### src/rtl/stuff_gclk_pkg.sv
// Shared types for the justification gated clock controller.
// Assumes: one stuff action at most is pending at any time.
package stuff_gclk_pkg;

    // Action latched at minor frame turnover.
    typedef enum logic [1:0] {
        ACT_NONE = 2'd0,
        ACT_INS  = 2'd1,
        ACT_DEL  = 2'd2
    } stuff_act_e;

endpackage

### src/rtl/stuff_ovh_pipe.sv
// Overhead address pipeline: stage 1 (interrogation address) and
// stage 2 (address being acted on), plus the pending stuff action.
// Assumes end_of_scan marks one cycle per word and that the selector
// reports ins_done/del_done only while the matching action is pending.
module stuff_ovh_pipe
    import stuff_gclk_pkg::*;
#(
    parameter int ADDR_W  = 4,
    parameter int WORD_W  = 5,
    parameter int W_CLEAR = 27,
    parameter int W_LOAD  = 28
) (
    input  logic              clk,
    input  logic              rst_n,
    input  logic [WORD_W-1:0] word_idx,
    input  logic              end_of_scan,
    input  logic              port_match,
    input  logic [ADDR_W-1:0] chan_addr,
    input  logic              pos_req,
    input  logic              neg_req,
    input  logic              ins_done,
    input  logic              del_done,
    output logic [ADDR_W-1:0] oh1_q,
    output logic [ADDR_W-1:0] oh2_q,
    output stuff_act_e        pend_q
);

    logic clr_hit;
    logic load_hit;
    logic xfer_hit;

    // Decode the word-level timing events that steer the pipeline.
    always_comb begin
        clr_hit  = end_of_scan && (word_idx == WORD_W'(W_CLEAR));
        load_hit = port_match  && (word_idx == WORD_W'(W_LOAD));
        xfer_hit = end_of_scan && (word_idx == WORD_W'(W_LOAD));
    end

    // Stage 1: wiped late in each frame, refilled for a used port.
    always_ff @(posedge clk) begin
        if (!rst_n)        oh1_q <= '0;
        else if (clr_hit)  oh1_q <= '0;
        else if (load_hit) oh1_q <= chan_addr;
    end

    // Stage 2: takes stage 1 at minor frame turnover.
    always_ff @(posedge clk) begin
        if (!rst_n)        oh2_q <= '0;
        else if (xfer_hit) oh2_q <= oh1_q;
    end

    // Pending action: latched at turnover, insert first; self-clearing.
    always_ff @(posedge clk) begin
        if (!rst_n) begin
            pend_q <= ACT_NONE;
        end else if (xfer_hit) begin
            if (oh1_q == '0)  pend_q <= ACT_NONE;
            else if (pos_req) pend_q <= ACT_INS;
            else if (neg_req) pend_q <= ACT_DEL;
            else              pend_q <= ACT_NONE;
        end else if (ins_done || del_done) begin
            pend_q <= ACT_NONE;
        end
    end

endmodule

### src/rtl/stuff_addr_sel.sv
// Decoder input selector: picks the slot address or the stage-2
// overhead address, and applies a pending deletion by comparison.
// Assumes pend_act is ACT_INS only with a nonzero oh2_addr.
module stuff_addr_sel
    import stuff_gclk_pkg::*;
#(
    parameter int ADDR_W = 4,
    parameter int WORD_W = 5,
    parameter int BIT_W  = 3,
    parameter int W_INS  = 29
) (
    input  logic [WORD_W-1:0] word_idx,
    input  logic [BIT_W-1:0]  bit_idx,
    input  logic              slot_valid,
    input  logic [ADDR_W-1:0] chan_addr,
    input  logic [ADDR_W-1:0] oh2_addr,
    input  stuff_act_e        pend_act,
    output logic [ADDR_W-1:0] sel_addr,
    output logic              fire,
    output logic              ins_done,
    output logic              del_done
);

    logic ins_slot;
    logic live_slot;
    logic hit_del;

    // Classify the current cycle for the selector.
    always_comb begin
        ins_slot  = (word_idx == WORD_W'(W_INS)) && (bit_idx == '0);
        live_slot = slot_valid && (chan_addr != '0);
        hit_del   = (pend_act == ACT_DEL) && live_slot && (chan_addr == oh2_addr);
    end

    // Choose the decoder source and report which action was consumed.
    always_comb begin
        sel_addr = chan_addr;
        fire     = 1'b0;
        ins_done = 1'b0;
        del_done = 1'b0;
        if ((pend_act == ACT_INS) && ins_slot) begin
            sel_addr = oh2_addr;
            fire     = 1'b1;
            ins_done = 1'b1;
        end else if (hit_del) begin
            del_done = 1'b1;
        end else if (live_slot) begin
            fire = 1'b1;
        end
    end

endmodule

### src/rtl/stuff_onehot_dec.sv
// Registered one-of-N decoder producing single-cycle channel strobes.
// Assumes address 0 is idle; output bit k serves channel k+1.
module stuff_onehot_dec #(
    parameter int ADDR_W = 4,
    parameter int N_CH   = (1 << ADDR_W) - 1
) (
    input  logic              clk,
    input  logic              rst_n,
    input  logic              fire,
    input  logic [ADDR_W-1:0] sel_addr,
    output logic [N_CH-1:0]   strobe_q
);

    for (genvar g = 0; g < N_CH; g++) begin : g_ch
        // One flop per channel: set when the selected address is g+1.
        always_ff @(posedge clk) begin
            if (!rst_n) strobe_q[g] <= 1'b0;
            else        strobe_q[g] <= fire && (sel_addr == ADDR_W'(g + 1));
        end
    end

endmodule

### src/rtl/stuff_gclk_ctrl.sv
// Top: per-channel gated clock strobes with one-pulse insert/delete
// per minor frame for justification. Assumes frame timing inputs
// come from a sequencer that marks one end_of_scan per word.
module stuff_gclk_ctrl
    import stuff_gclk_pkg::*;
#(
    parameter int ADDR_W  = 4,
    parameter int WORD_W  = 5,
    parameter int BIT_W   = 3,
    parameter int W_CLEAR = 27,
    parameter int W_LOAD  = 28,
    localparam int N_CH   = (1 << ADDR_W) - 1,
    localparam int W_INS  = W_LOAD + 1
) (
    input  logic              clk,
    input  logic              rst_n,
    input  logic              slot_valid,
    input  logic [ADDR_W-1:0] chan_addr,
    input  logic [WORD_W-1:0] word_idx,
    input  logic [BIT_W-1:0]  bit_idx,
    input  logic              end_of_scan,
    input  logic              port_match,
    input  logic              pos_req,
    input  logic              neg_req,
    output logic [ADDR_W-1:0] ovh_addr,
    output logic [N_CH-1:0]   gclk
);

    logic [ADDR_W-1:0] oh1_q;
    logic [ADDR_W-1:0] oh2_q;
    stuff_act_e        pend_act;
    logic [ADDR_W-1:0] sel_addr;
    logic              fire;
    logic              ins_done;
    logic              del_done;

    stuff_ovh_pipe #(
        .ADDR_W(ADDR_W), .WORD_W(WORD_W),
        .W_CLEAR(W_CLEAR), .W_LOAD(W_LOAD)
    ) i_pipe (
        .clk(clk), .rst_n(rst_n), .word_idx(word_idx),
        .end_of_scan(end_of_scan), .port_match(port_match),
        .chan_addr(chan_addr), .pos_req(pos_req), .neg_req(neg_req),
        .ins_done(ins_done), .del_done(del_done),
        .oh1_q(oh1_q), .oh2_q(oh2_q), .pend_q(pend_act)
    );

    stuff_addr_sel #(
        .ADDR_W(ADDR_W), .WORD_W(WORD_W), .BIT_W(BIT_W), .W_INS(W_INS)
    ) i_sel (
        .word_idx(word_idx), .bit_idx(bit_idx), .slot_valid(slot_valid),
        .chan_addr(chan_addr), .oh2_addr(oh2_q), .pend_act(pend_act),
        .sel_addr(sel_addr), .fire(fire),
        .ins_done(ins_done), .del_done(del_done)
    );

    stuff_onehot_dec #(
        .ADDR_W(ADDR_W), .N_CH(N_CH)
    ) i_dec (
        .clk(clk), .rst_n(rst_n), .fire(fire),
        .sel_addr(sel_addr), .strobe_q(gclk)
    );

    // Interrogation address is stage 1 of the overhead pipeline.
    always_comb ovh_addr = oh1_q;

endmodule

### config.mk
export PLATFORM = sky130hd
export DESIGN_NAME = stuff_gclk_ctrl
export DESIGN_NICKNAME = d
export VERILOG_FILES = /design/src/rtl/stuff_gclk_pkg.sv /design/src/rtl/stuff_ovh_pipe.sv /design/src/rtl/stuff_addr_sel.sv /design/src/rtl/stuff_onehot_dec.sv /design/src/rtl/stuff_gclk_ctrl.sv
export SDC_FILE = /design/constraint.sdc
export NUM_CORES = 1
export LEC_CHECK = 0
export ABC_AREA = 1
export CAP_MARGIN = 5
export CORE_MARGIN = 2
export CORE_UTILIZATION = 52
export DETAILED_ROUTE_END_ITERATION = 7
export DONT_BUFFER_PORTS = 1
export PLACE_DENSITY_LB_ADDON = 0.12
export SLEW_MARGIN = 20
export SYNTH_ARGS = -nofsm -noshare
export SYNTH_HDL_FRONTEND = slang
export SYNTH_SLANG_ARGS = --single-unit
### constraint.sdc
create_clock -name clk -period 1.4 [get_ports clk]
set_input_delay 0.07 -clock clk [delete_from_list [all_inputs] [get_ports clk]]
set_output_delay 0.07 -clock clk [all_outputs]
set_load 0.1 [all_outputs]
==> results.cfg <==
[status]
outcome = finished, final reports clean

[final_layout]
syn_to_final_growth_pct = 30.9
final_common_cell = nand2_1
postLayoutCoreUtil = 0.699
layout_common_cells = nand2_1, nor2_1, buf_4
antenna_cells = 0
nets = 243
layout-drive-gt1-share = 0.287
nFillCells = 212

[routing]
drt_first_pass_iters = 4
ant_nets = 0
drt-total-wl_um = 3120
vias_per_cell = 5.16
first_iter_violations = 14
routedWlPerCell_um = 12.3
via_count = 1306
drc_errors = 0

[grt]
grt.total_usage = 0.239
antenna_found_initial = 0
grt_pass1_wl_um = 4910
grt_pass1_vias = 1199
grt_max_degree = 16
grt-ovfl-total = 0

[floorplan]
dieArea_mm2 = 0.00289
die_x_um = 53.7
num_rows = 18
die_h_um = 53.7
start_util = 0.534
io_pins = 38
coreArea_mm2 = 0.00241

[power_and_ir_drop]
leakagePower_nw = 0.731
total_power_mw = 1.26
peakVddDrop_mv = 0.578
powerDensity_mw_per_mm2 = 747

[worst_setup_path]
cp_data_required_time_ps = 1630
crit_type = flop to flop
cp-start-kind = flop
critPathMaxFanout = 8
r2r_cells = 9
cp_data_arrival_time_ps = 1580
cp-end-kind = flop

[clocking]
h-tree-depth = 1
clk_pin_slew_ps = 140
clockBufferDepth = 2
cts_buffers = 3
tritoncts = yes
clock_latency_ps = 320
clock-sinks = 25
cts-root-buf = clkbuf_4

[place]
portBuffers = 0
place.gp.congestion = 0.815
pre_cts_ws_ps = 32.6
place_hpwl_um = 2180

[synth]
syn_nets = 201
synth-seq-cells = 25
yosys.area.top_type_share = 0.389
avgSynthCellArea_um2 = 7.07
ys_types = 16
synth.area.top_cells = dfxtp_1, nand2_1, nor2_1
synthCells = 182
yosysSeqAreaShare = 0.389
synth.cell_area_mm2 = 0.00129
yosys_warnings = 0
yosys.area.top_type = dfxtp_1

[min_path]
worstHoldPathType = input pin to flop
holdPathStages = 2

[timing]
final_hold_viol_count = 0
slew_headroom = 0.653
maxSlewViolCount = 0
worst_pin_slew_ps = 515
finClkSkew_ps = 4.32
clock.fmax_mhz = 741
timing.hold.ws_ps = 4.63
fin_ws_ps = 50.1
finalSetupViolCount = 0
min_period_over_period = 0.964
rsz0062_at_grt = yes
fin_crit_ps = 1350

[run]
cap_violations = 0
## worst max-delay path, cell delays in order, from the launching register on
cell	delay, ps
dfxtp_1	390
inv_1	100
nand2_1	70
nand2_1	50
nor2_1	110
nand3_1	120
nand2_1	80
nand2_1	140
nand2_4	150
nor2_1	50
## routing by layer
| layer | global-route usage | share of wire | wire (um) |
|---|---|---|---|
| met1 | 0.235 | 0.39 | 1210 |
| met3 | 0.0444 | 0.046 | 142 |
| met2 | 0.470 | 0.55 | 1720 |
| met5 | 0 | 0 | 0 |
| met4 | 0.111 | 0.017 | 53 |
## flip-flops by register name, summed over array words and instances (netlist names)
register        cells
i_pipe.pend_q       2
i_pipe.oh1_q        4
i_pipe.oh2_q        4
i_dec.strobe_q     15
## layout make-up
cell class,instances,area [um^2],share of cell area
multi-input combinational,139,738,0.438
sequential,25,509,0.302
timing repair buffer,36,300,0.178
inverter,19,71.3,0.0423
tap,30,37.5,0.0223
clock buffer,3,22.5,0.0134
clock inverter,1,5.00,0.00297
## what timing repair did
item	in CTS	in global routing
gates cloned	0	2
endpoints found under the hold margin	10	15
resized for setup	0	7
hold buffers	11	1
pin swaps	1	5
endpoints found under the setup margin	3	15
buffers inserted	2	1
## worst paths after layout
check,start,to,slack (ps)
max reg2reg,i_pipe.oh2_q[1],i_dec.strobe_q[6],50
min reg2reg,i_pipe.oh1_q[1],i_pipe.oh1_q[1],490
min,end_of_scan,i_pipe.oh2_q[0],5
max,i_pipe.oh2_q[1],i_dec.strobe_q[6],50
## Yosys cell counts, drive strengths merged
cell type and instances:
nand2 60, nor2 40, dfxtp 25, inv 19, nand4 13, a21oi 10
nand3 8, o21ai 5, buf 1, nor4 1
## report_power, final
group / internal, mW / total [mW] / switching (mW)
Clock: 0.107 / 0.331 / 0.224
Sequential: 0.718 / 0.721 / 0.00273
Combinational: 0.0673 / 0.206 / 0.139
## kinds of logic after synthesis
group           after synthesis  share of synthesized area
buf+inv                      20                     0.0613
simple gates                122                      0.491
flops                        25                      0.389
compound gates               15                     0.0584
## stage by stage
step,cell area (um^2),cells,TNS [ps]
after floorplan,1290,182,0
after global placement,1480,232,0
after detailed placement,1480,232,0
after CTS,1630,249,0
after global routing,1680,253,-283
final,1680,253,0
No activity file was read; power rests on OpenSTA's default activity.
